## config.mk

```make
export PLATFORM = sky130hd
export DESIGN_NAME = cmos_index_port
export DESIGN_NICKNAME = d
export VERILOG_FILES = /design/src/rtl/cmos_port_pkg.sv /design/src/rtl/cmos_port_ctrl.sv /design/src/rtl/cmos_port_dp.sv /design/src/rtl/cmos_index_port.sv
export SDC_FILE = /design/constraint.sdc
export NUM_CORES = 2
export LEC_CHECK = 0
export ABC_AREA = 1
export BUFFER_PORTS_ARGS = -buffer_cell sky130_fd_sc_hd__buf_2
export CORE_MARGIN = 2
export CORE_UTILIZATION = 55
export CTS_BUF_LIST = sky130_fd_sc_hd__clkbuf_16
export DETAILED_ROUTE_END_ITERATION = 10
export MAX_ROUTING_LAYER = met4
export PLACE_DENSITY = 0.68
export SYNTH_ARGS = -nofsm -noshare
export SYNTH_HDL_FRONTEND = slang
export SYNTH_SLANG_ARGS = --single-unit
```

## constraint.sdc

```tcl
create_clock -name clk -period 7.4 [get_ports clk]
set_input_delay 1.48 -clock clk [delete_from_list [all_inputs] [get_ports clk]]
set_output_delay 1.48 -clock clk [all_outputs]
set_load 0.005 [all_outputs]
```

## src/rtl/cmos_port_pkg.sv

```systemverilog
package cmos_port_pkg;

  typedef enum logic [2:0] {
    RD_NONE    = 3'd0,
    RD_STD_IDX = 3'd1,
    RD_EXT_IDX = 3'd2,
    RD_RAM     = 3'd3,
    RD_REG     = 3'd4
  } rdSrc_e;

  typedef struct packed {
    logic   ramWe;
    logic   regRd;
    logic   regWr;
    rdSrc_e rdSrc;
  } portStb_t;

endpackage

```

## src/rtl/cmos_port_ctrl.sv

```systemverilog
module cmos_port_ctrl
  import cmos_port_pkg::*;
#(
  parameter int IO_AW     = 8,
  parameter int DW        = 8,
  parameter int IDX_W     = 7,
  parameter int REG_WIN   = 14,
  parameter logic [IO_AW-1:0] PORT_BASE = 8'h70,
  localparam int RAM_AW   = IDX_W + 1
) (
  input  logic              clk,
  input  logic              rstN,
  input  logic [IO_AW-1:0]  ioAddr,
  input  logic              ioRd,
  input  logic              ioWr,
  input  logic [DW-1:0]     ioWrData,
  input  logic              bankEn,
  input  logic              clkOff,
  output portStb_t          stb,
  output logic [RAM_AW-1:0] ramAddr,
  output logic [IDX_W-1:0]  stdIdx,
  output logic [IDX_W-1:0]  extIdx,
  output logic              nmiEn
);

  // Decode the eight-port window; the low three address bits select the port.
  logic       portHit;
  logic       aliasHi;
  logic [1:0] portSel;
  logic       isStdIdx, isStdData, isExtIdx, isExtData;
  logic       inWin;
  logic       rdOnly;

  assign portHit = (ioAddr[IO_AW-1:3] == PORT_BASE[IO_AW-1:3]);
  assign aliasHi = ioAddr[2];

  // With the extended bank off, the upper pair folds onto the standard pair.
  always_comb begin
    portSel = ioAddr[1:0];
    if (!bankEn) portSel[1] = 1'b0;
  end

  assign isStdIdx  = portHit && (portSel == 2'd0);
  assign isStdData = portHit && (portSel == 2'd1);
  assign isExtIdx  = portHit && (portSel == 2'd2);
  assign isExtData = portHit && (portSel == 2'd3);

  assign inWin  = (int'(stdIdx) < REG_WIN);
  assign rdOnly = ioRd && !ioWr;

  // Index and NMI-enable registers.
  always_ff @(posedge clk or negedge rstN) begin
    if (!rstN) begin
      stdIdx <= '0;
      extIdx <= '0;
      nmiEn  <= 1'b0;
    end else if (ioWr) begin
      if (isStdIdx) begin
        stdIdx <= ioWrData[IDX_W-1:0];
        nmiEn  <= ioWrData[DW-1];
      end
      if (isExtIdx) begin
        extIdx <= ioWrData[IDX_W-1:0];
      end
    end
  end

  // Strobe generation toward the datapath.
  always_comb begin
    stb       = '0;
    stb.rdSrc = RD_NONE;
    ramAddr   = {1'b0, stdIdx};
    if (isExtData) begin
      ramAddr = {1'b1, extIdx};
      stb.ramWe = ioWr;
      if (rdOnly) stb.rdSrc = RD_RAM;
    end else if (isStdData && !clkOff) begin
      if (inWin) begin
        stb.regWr = ioWr;
        stb.regRd = rdOnly;
        if (rdOnly) stb.rdSrc = RD_REG;
      end else begin
        stb.ramWe = ioWr;
        if (rdOnly) stb.rdSrc = RD_RAM;
      end
    end else if (isStdIdx && aliasHi && rdOnly) begin
      stb.rdSrc = RD_STD_IDX;
    end else if (isExtIdx && aliasHi && rdOnly) begin
      stb.rdSrc = RD_EXT_IDX;
    end
  end

endmodule

```

## src/rtl/cmos_port_dp.sv

```systemverilog
module cmos_port_dp
  import cmos_port_pkg::*;
#(
  parameter int DW        = 8,
  parameter int IDX_W     = 7,
  parameter int REG_WIN   = 14,
  localparam int RAM_AW   = IDX_W + 1,
  localparam int RAM_DEPTH = 1 << RAM_AW,
  localparam int REG_SEL_W = $clog2(REG_WIN)
) (
  input  logic                 clk,
  input  portStb_t             stb,
  input  logic [RAM_AW-1:0]    ramAddr,
  input  logic [IDX_W-1:0]     stdIdx,
  input  logic [IDX_W-1:0]     extIdx,
  input  logic [DW-1:0]        ioWrData,
  input  logic [DW-1:0]        regRdData,
  output logic [DW-1:0]        ioRdData,
  output logic [REG_SEL_W-1:0] regSel,
  output logic [DW-1:0]        regWrData
);

  // Battery-backed contents carry no reset.
  logic [DW-1:0] ramArr [RAM_DEPTH];

  always_ff @(posedge clk) begin
    if (stb.ramWe) ramArr[ramAddr] <= ioWrData;
  end

  assign regSel    = stdIdx[REG_SEL_W-1:0];
  assign regWrData = ioWrData;

  always_comb begin
    unique case (stb.rdSrc)
      RD_STD_IDX: ioRdData = DW'(stdIdx);
      RD_EXT_IDX: ioRdData = DW'(extIdx);
      RD_RAM:     ioRdData = ramArr[ramAddr];
      RD_REG:     ioRdData = regRdData;
      default:    ioRdData = '1;
    endcase
  end

endmodule

```

## src/rtl/cmos_index_port.sv

```systemverilog
module cmos_index_port
  import cmos_port_pkg::*;
#(
  parameter int IO_AW     = 8,
  parameter int DW        = 8,
  parameter int IDX_W     = 7,
  parameter int REG_WIN   = 14,
  parameter logic [IO_AW-1:0] PORT_BASE = 8'h70,
  localparam int RAM_AW    = IDX_W + 1,
  localparam int REG_SEL_W = $clog2(REG_WIN)
) (
  input  logic                 clk,
  input  logic                 rstN,
  input  logic [IO_AW-1:0]     ioAddr,
  input  logic                 ioRd,
  input  logic                 ioWr,
  input  logic [DW-1:0]        ioWrData,
  output logic [DW-1:0]        ioRdData,
  input  logic                 bankEn,
  input  logic                 clkOff,
  output logic                 nmiEn,
  output logic [REG_SEL_W-1:0] regSel,
  output logic                 regRd,
  output logic                 regWr,
  output logic [DW-1:0]        regWrData,
  input  logic [DW-1:0]        regRdData
);

  portStb_t          stb;
  logic [RAM_AW-1:0] ramAddr;
  logic [IDX_W-1:0]  stdIdx;
  logic [IDX_W-1:0]  extIdx;

  cmos_port_ctrl #(
    .IO_AW(IO_AW), .DW(DW), .IDX_W(IDX_W), .REG_WIN(REG_WIN), .PORT_BASE(PORT_BASE)
  ) uCtrl (
    .clk(clk), .rstN(rstN), .ioAddr(ioAddr), .ioRd(ioRd), .ioWr(ioWr),
    .ioWrData(ioWrData), .bankEn(bankEn), .clkOff(clkOff), .stb(stb),
    .ramAddr(ramAddr), .stdIdx(stdIdx), .extIdx(extIdx), .nmiEn(nmiEn)
  );

  cmos_port_dp #(
    .DW(DW), .IDX_W(IDX_W), .REG_WIN(REG_WIN)
  ) uDp (
    .clk(clk), .stb(stb), .ramAddr(ramAddr), .stdIdx(stdIdx), .extIdx(extIdx),
    .ioWrData(ioWrData), .regRdData(regRdData), .ioRdData(ioRdData),
    .regSel(regSel), .regWrData(regWrData)
  );

  assign regRd = stb.regRd;
  assign regWr = stb.regWr;

endmodule

```

; ---- Word level (Yosys, flattened, before mapping)
; Memory sizes are Yosys's and may differ from the RTL's.
; Index checks and enable logic that the tools add are counted.
; W data, S select, Z words.
[word_totals]
output_inout_bits = 23
n_memories = 1
ram_bits = 2048
elab_cells = 45
inputBits = 30
register_bits = 15
[classes]
n_eq_ne = 8
reduce_logical = 15
order_cmp = 1
n_mux = 17
[memory_table]
columns = memory, depth, word_bits, read_ports, rd_ports_with_merged_regs, write_ports, line
row1 = uDp.ramArr, 256, 8, 1, 0, 1, cmos_port_dp.sv:24  ; logic [DW-1:0] ramArr [RAM_DEPTH];
[ops]
columns = cell, count
row1 = $pmux W8 S4, 1
row2 = $mux W3, 5
row3 = $logic_and A1 B1 Y1, 10
row4 = $mux W2, 5
row5 = $mux W8, 1
row6 = $lt A7 B4 Y1 const B, 1
row7 = $eq A3 B2 Y1 const B, 2
row8 = $eq A5 B4 Y1 const B, 1
row9 = $mux W1, 5
row10 = $eq A2 B2 Y1 const B, 2
row11 = $reduce_and A2 Y1, 2
row12 = $eq A3 B1 Y1 const B, 1
row13 = $eq A3 B3 Y1 const B, 1
row14 = $eq A2 B1 Y1 const B, 1
row15 = $logic_not A1 Y1, 2
row16 = $logic_not A2 Y1, 1

; ---- Logic depth before layout (Yosys ltp)
[logic_depth]
ltp_word = 11
depth_mapped = 23
depth_no_buf = 21

; ---- Modules after synthesis
; A second synthesis with hierarchy kept.
[unflattened]
cells_unflattened = 8318
hier_area_um2 = 86316.5
[by_module_without_submodules]
columns = mod, area_each_um2, seq_area_each_um2, cells_each, n_inst
row1 = cmos_port_dp, 85358.1, 61499.0, 8196, 1
row2 = cmos_port_ctrl, 958.4, 375.4, 122, 1

; ---- Least setup slack after synthesis
; Ideal clock, no wire load.
[synth_timing]
path_kind = input port to output port
startpoint = input ioAddr[7]
endpoint = output ioRdData[2]
required_ns = 5.920
path_stages = 21
slack_ns = 2.583
arrival_time_ns = 3.337
n_path_buf = 4
path_cell_list = inv_1 nand2_1 nor2_4 nand3_2 nand2_1 buf_4 buf_6 buf_6 buf_2 nor2_1 o21ai_0 nand2_1 nand2_1 nand2_1 nor2_1 nor2_1 nor2_1 nand2_1 nand2_1 nand2_1 o21bai_1
[synth_between]
elab_chain_len = 10
word_cells_on_any_way = 21
cone_classes = 5 x eq/ne / 6 x mux / 9 x reduce/logical / 1 x memory
[synth_lines]
columns = item, line
row1 = from (decl), cmos_index_port.sv:14  ; input logic [IO_AW-1:0] ioAddr,
row2 = $eq A5 B4 Y1 (*), cmos_port_ctrl.sv:34  ; assign portHit = (ioAddr[IO_AW-1:3] == PORT_BASE[IO_AW-1:3]);
row3 = branches (longest 8 deep; another with $mem_v2 Z256 W8), -
row4 = $pmux W8 S4 (*), cmos_port_dp.sv:34  ; unique case (stb.rdSrc)
row5 = to (decl), cmos_index_port.sv:18  ; output logic [DW-1:0] ioRdData,
; Every way passes the cells marked *.

; ---- Worst setup path in the final report
[layout_timing]
startpoint = input ioAddr[7]
endpoint = output ioRdData[7]
; Same word-level chain as after synthesis.

==> impl_metrics.tcl <==
set metrics [dict create \
    status "finished, final reports clean" \
    startpoint_type "input port" \
    cts.sinks 2063 \
    cts_setup_buffers 0 \
    port_buffers 52 \
    final_cell_mix "nand2_1, edfxtp_1, inv_1, nor2_1, o21ai_0" \
    tightest_slew_ps 1306 \
    swShare_pct 25.66 \
    cp-end-kind "primary output" \
    coreArea_sq_um 160400 \
    cts_root_buf "clkbuf_16" \
    routabilityCongestion 0.9304 \
    syn_area_per_cell_sq_um 10.25 \
    final_common_cell "nand2_1" \
    antenna_found_initial 6 \
    routed-via-count 60520 \
    hpwl_microns 147000 \
    wl_per_cell_microns 21.68 \
    hold_path_class "in -> async" \
    initial_core_util_pct 55.33 \
    gr-usage-met2_pct 45.09 \
    required_ps 5920 \
    stdcell_area_sq_um 98570 \
    wirelength_microns 241600 \
    ys_async_sr_fraction_pct 0.7271 \
    p_leak_nw 39.92 \
    drc 0 \
    finalNonFillerCells 11140 \
    p_seq_share_pct 50.2 \
    clk_path_buf_depth 3 \
    p_clk_share_pct 38.4 \
    maxCapViolations 0 \
    viasPerCell 5.432 \
    synth-main-ff-cell "edfxtp_1" \
    holdBufCountCts 0 \
    ios 53 \
    drv_slew 0 \
    cts_tree "done" \
    p_sw_mw 6.608 \
    final_util_pct 61.46 \
    period_share_pct 95.36 \
    die_h_microns 405.7 \
    first_pass_iters 6 \
    grt.busiest_layer "met2" \
    synth.distinct_cells 37 \
    grt_usage_pct 30.31 \
    finalWorstPathRequiredPeriod_ps 7057 \
    clkSlewWorstSetupHoldPaths_ps 60 \
    internal-power_mw 19.14 \
    syn_area_sq_um 88730 \
    rows 147 \
    drive_gt1_share_pct 6.283 \
    clkLatencyLatePin_ps 860 \
    cts_resized 0 \
    slew_headroom_pct 12.70 \
    grt_overflow 0 \
    critPathArrivalTime_ps 5580 \
    synth_seq_area_share_pct 69.73 \
    hold_violations 0 \
    max_freq_mhz 141.7 \
    skew_ps 37.90 \
    numCtsBuffers 205 \
    synth-edff-count 2048 \
    num-nets-final 8839 \
    setup_tns_ps 0 \
    setup_viol 0 \
    vdd_drop_max_mv 0.2498 \
    grt_pass1_vias 56750 \
    met1_usage_pct 41.32 \
    die-area_sq_um 164600 \
    ant_nets 0 \
    area_growth_syn_to_layout_pct 11.09 \
    holdWs_ps 518.4 \
    die-width_microns 405.7 \
    dp_cells 10760 \
    syn_inst 8660 \
    htree_num_levels 4 \
    p_comb_share_pct 11.4 \
    powerDensity_nw_per_um2 261.2 \
    grt_use_met3_pct 5.766 \
    path_class "in -> out" \
    ys_seq_elements 2063 \
    rsz0062_at_grt "no" \
    ys_warn_count 0 \
    grt_pass1_wl_microns 358100 \
    drt_iter0_drc 7637 \
    worstPathMaxFanout 46 \
    grt_max_degree 167 \
    placed_cell_area_sq_um 92240 \
]
worst max-delay path, cell delays in order:
cell      delay, ps
buf_2            90
inv_1            40
nand2_1         110
inv_1            90
nand3_4         230
nand2_2         240
nand2_4         340
buf_12          230
buf_12          270
buf_12          240
o21ai_0         110
nand2_1          70
nand2_1         120
nand2_1          90
nand2_1          50
nor2_1          230
nor2_1           80
nor2_1          620
nand2_1         100
nand2_1          90
nand2_1          70
o21bai_1        340
buf_2           190
cell families after synthesis:
kind of cell           after synthesis  synth area share (%)
and+or+nand+nor                   4343                 18.90
DFF                               2063                 69.73
buffers and inverters             1492                 6.973
AOI/OAI and AO/OA                  760                 4.377
muxes                                1               0.01269
other                                1              0.004226
power by group through the flow:
stage          clock network (mW)  logic [mW]  registers, mW
6_report                     9.88        2.94           12.9
5_1_grt                      10.4        3.19           12.9
4_1_cts                      9.95        2.89           12.9
3_5_place_dp                    0        2.88           13.2
3_3_place_gp                    0        2.85           13.2
2_1_floorplan                   0        1.67           13.2
cells in the mapped netlist (all sizes together) (2+ instances only):
| library cell | count | area, sq um |
|---|---|---|
| nand2 | 3013 | 11320 |
| edfxtp | 2048 | 61500 |
| nor2 | 1084 | 4098 |
| inv | 1064 | 3994 |
| o21ai | 730 | 3665 |
| buf | 264 | 1578 |
| nand3 | 172 | 878.4 |
| clkbuf | 162 | 608.1 |
| or2 | 56 | 350.3 |
| dfrtp | 15 | 375.4 |
| nand3b | 14 | 105.1 |
| o211ai | 12 | 90.09 |
| a22oi | 7 | 52.55 |
| o21bai | 6 | 45.04 |
| a21oi | 3 | 15.01 |
| clkinv | 2 | 7.510 |
| nand4 | 2 | 12.51 |
registers in the layout, indices dropped and copies added, names as in the netlist:
signal        count
uCtrl.extIdx      7
uCtrl.nmiEn       1
uCtrl.stdIdx      7
uDp.ramArr     2048
metal layers:
metal	wire (microns)	vias up
li1	-	28030
met1	95820	28770
met2	108900	3181
met3	25980	536
met4	10910	0
met5	0	-
final timing paths:
check	to	slack (ps)	cells after the start	start
worst max-delay path	ioRdData[7]	340	23	ioAddr[7]
worst min-delay path	uCtrl.stdIdx[4]$_DFFE_PN0P_	520	1	rstN
worst max register to register	uDp.ramArr[15][2]$_DFFE_PP_	2360	11	uCtrl.extIdx[3]$_DFFE_PN0P_
worst min register to register	uCtrl.stdIdx[4]$_DFFE_PN0P_	520	2	uCtrl.stdIdx[4]$_DFFE_PN0P_
max in group asynchronous	uCtrl.extIdx[6]$_DFFE_PN0P_	6630	1	rstN
min in group clk	uCtrl.stdIdx[4]$_DFFE_PN0P_	520	2	uCtrl.stdIdx[4]$_DFFE_PN0P_
per-stage QoR:
step           worst slack (ps)  power (mW)
3_5_place_dp              467.7       16.05
4_1_cts                   478.0       25.77
2_1_floorplan              2583       14.84
5_1_grt                   201.9       26.51
3_3_place_gp              444.5       16.02
6_report                  343.5       25.75
final cells by class:
class                           count  area (sq um)
Tap cell                         2160          2703
Fill cell                       12860         61810
Multi-Input combinational cell   5216         21160
Clock buffer                      210          5255
Sequential cell                  2063         61870
Clock inverter                    165          1065
Timing Repair Buffer              257          2504
Antenna cell                        4         10.01
Inverter                         1066          4004
Note: power is estimated with default switching activity, not from simulation.
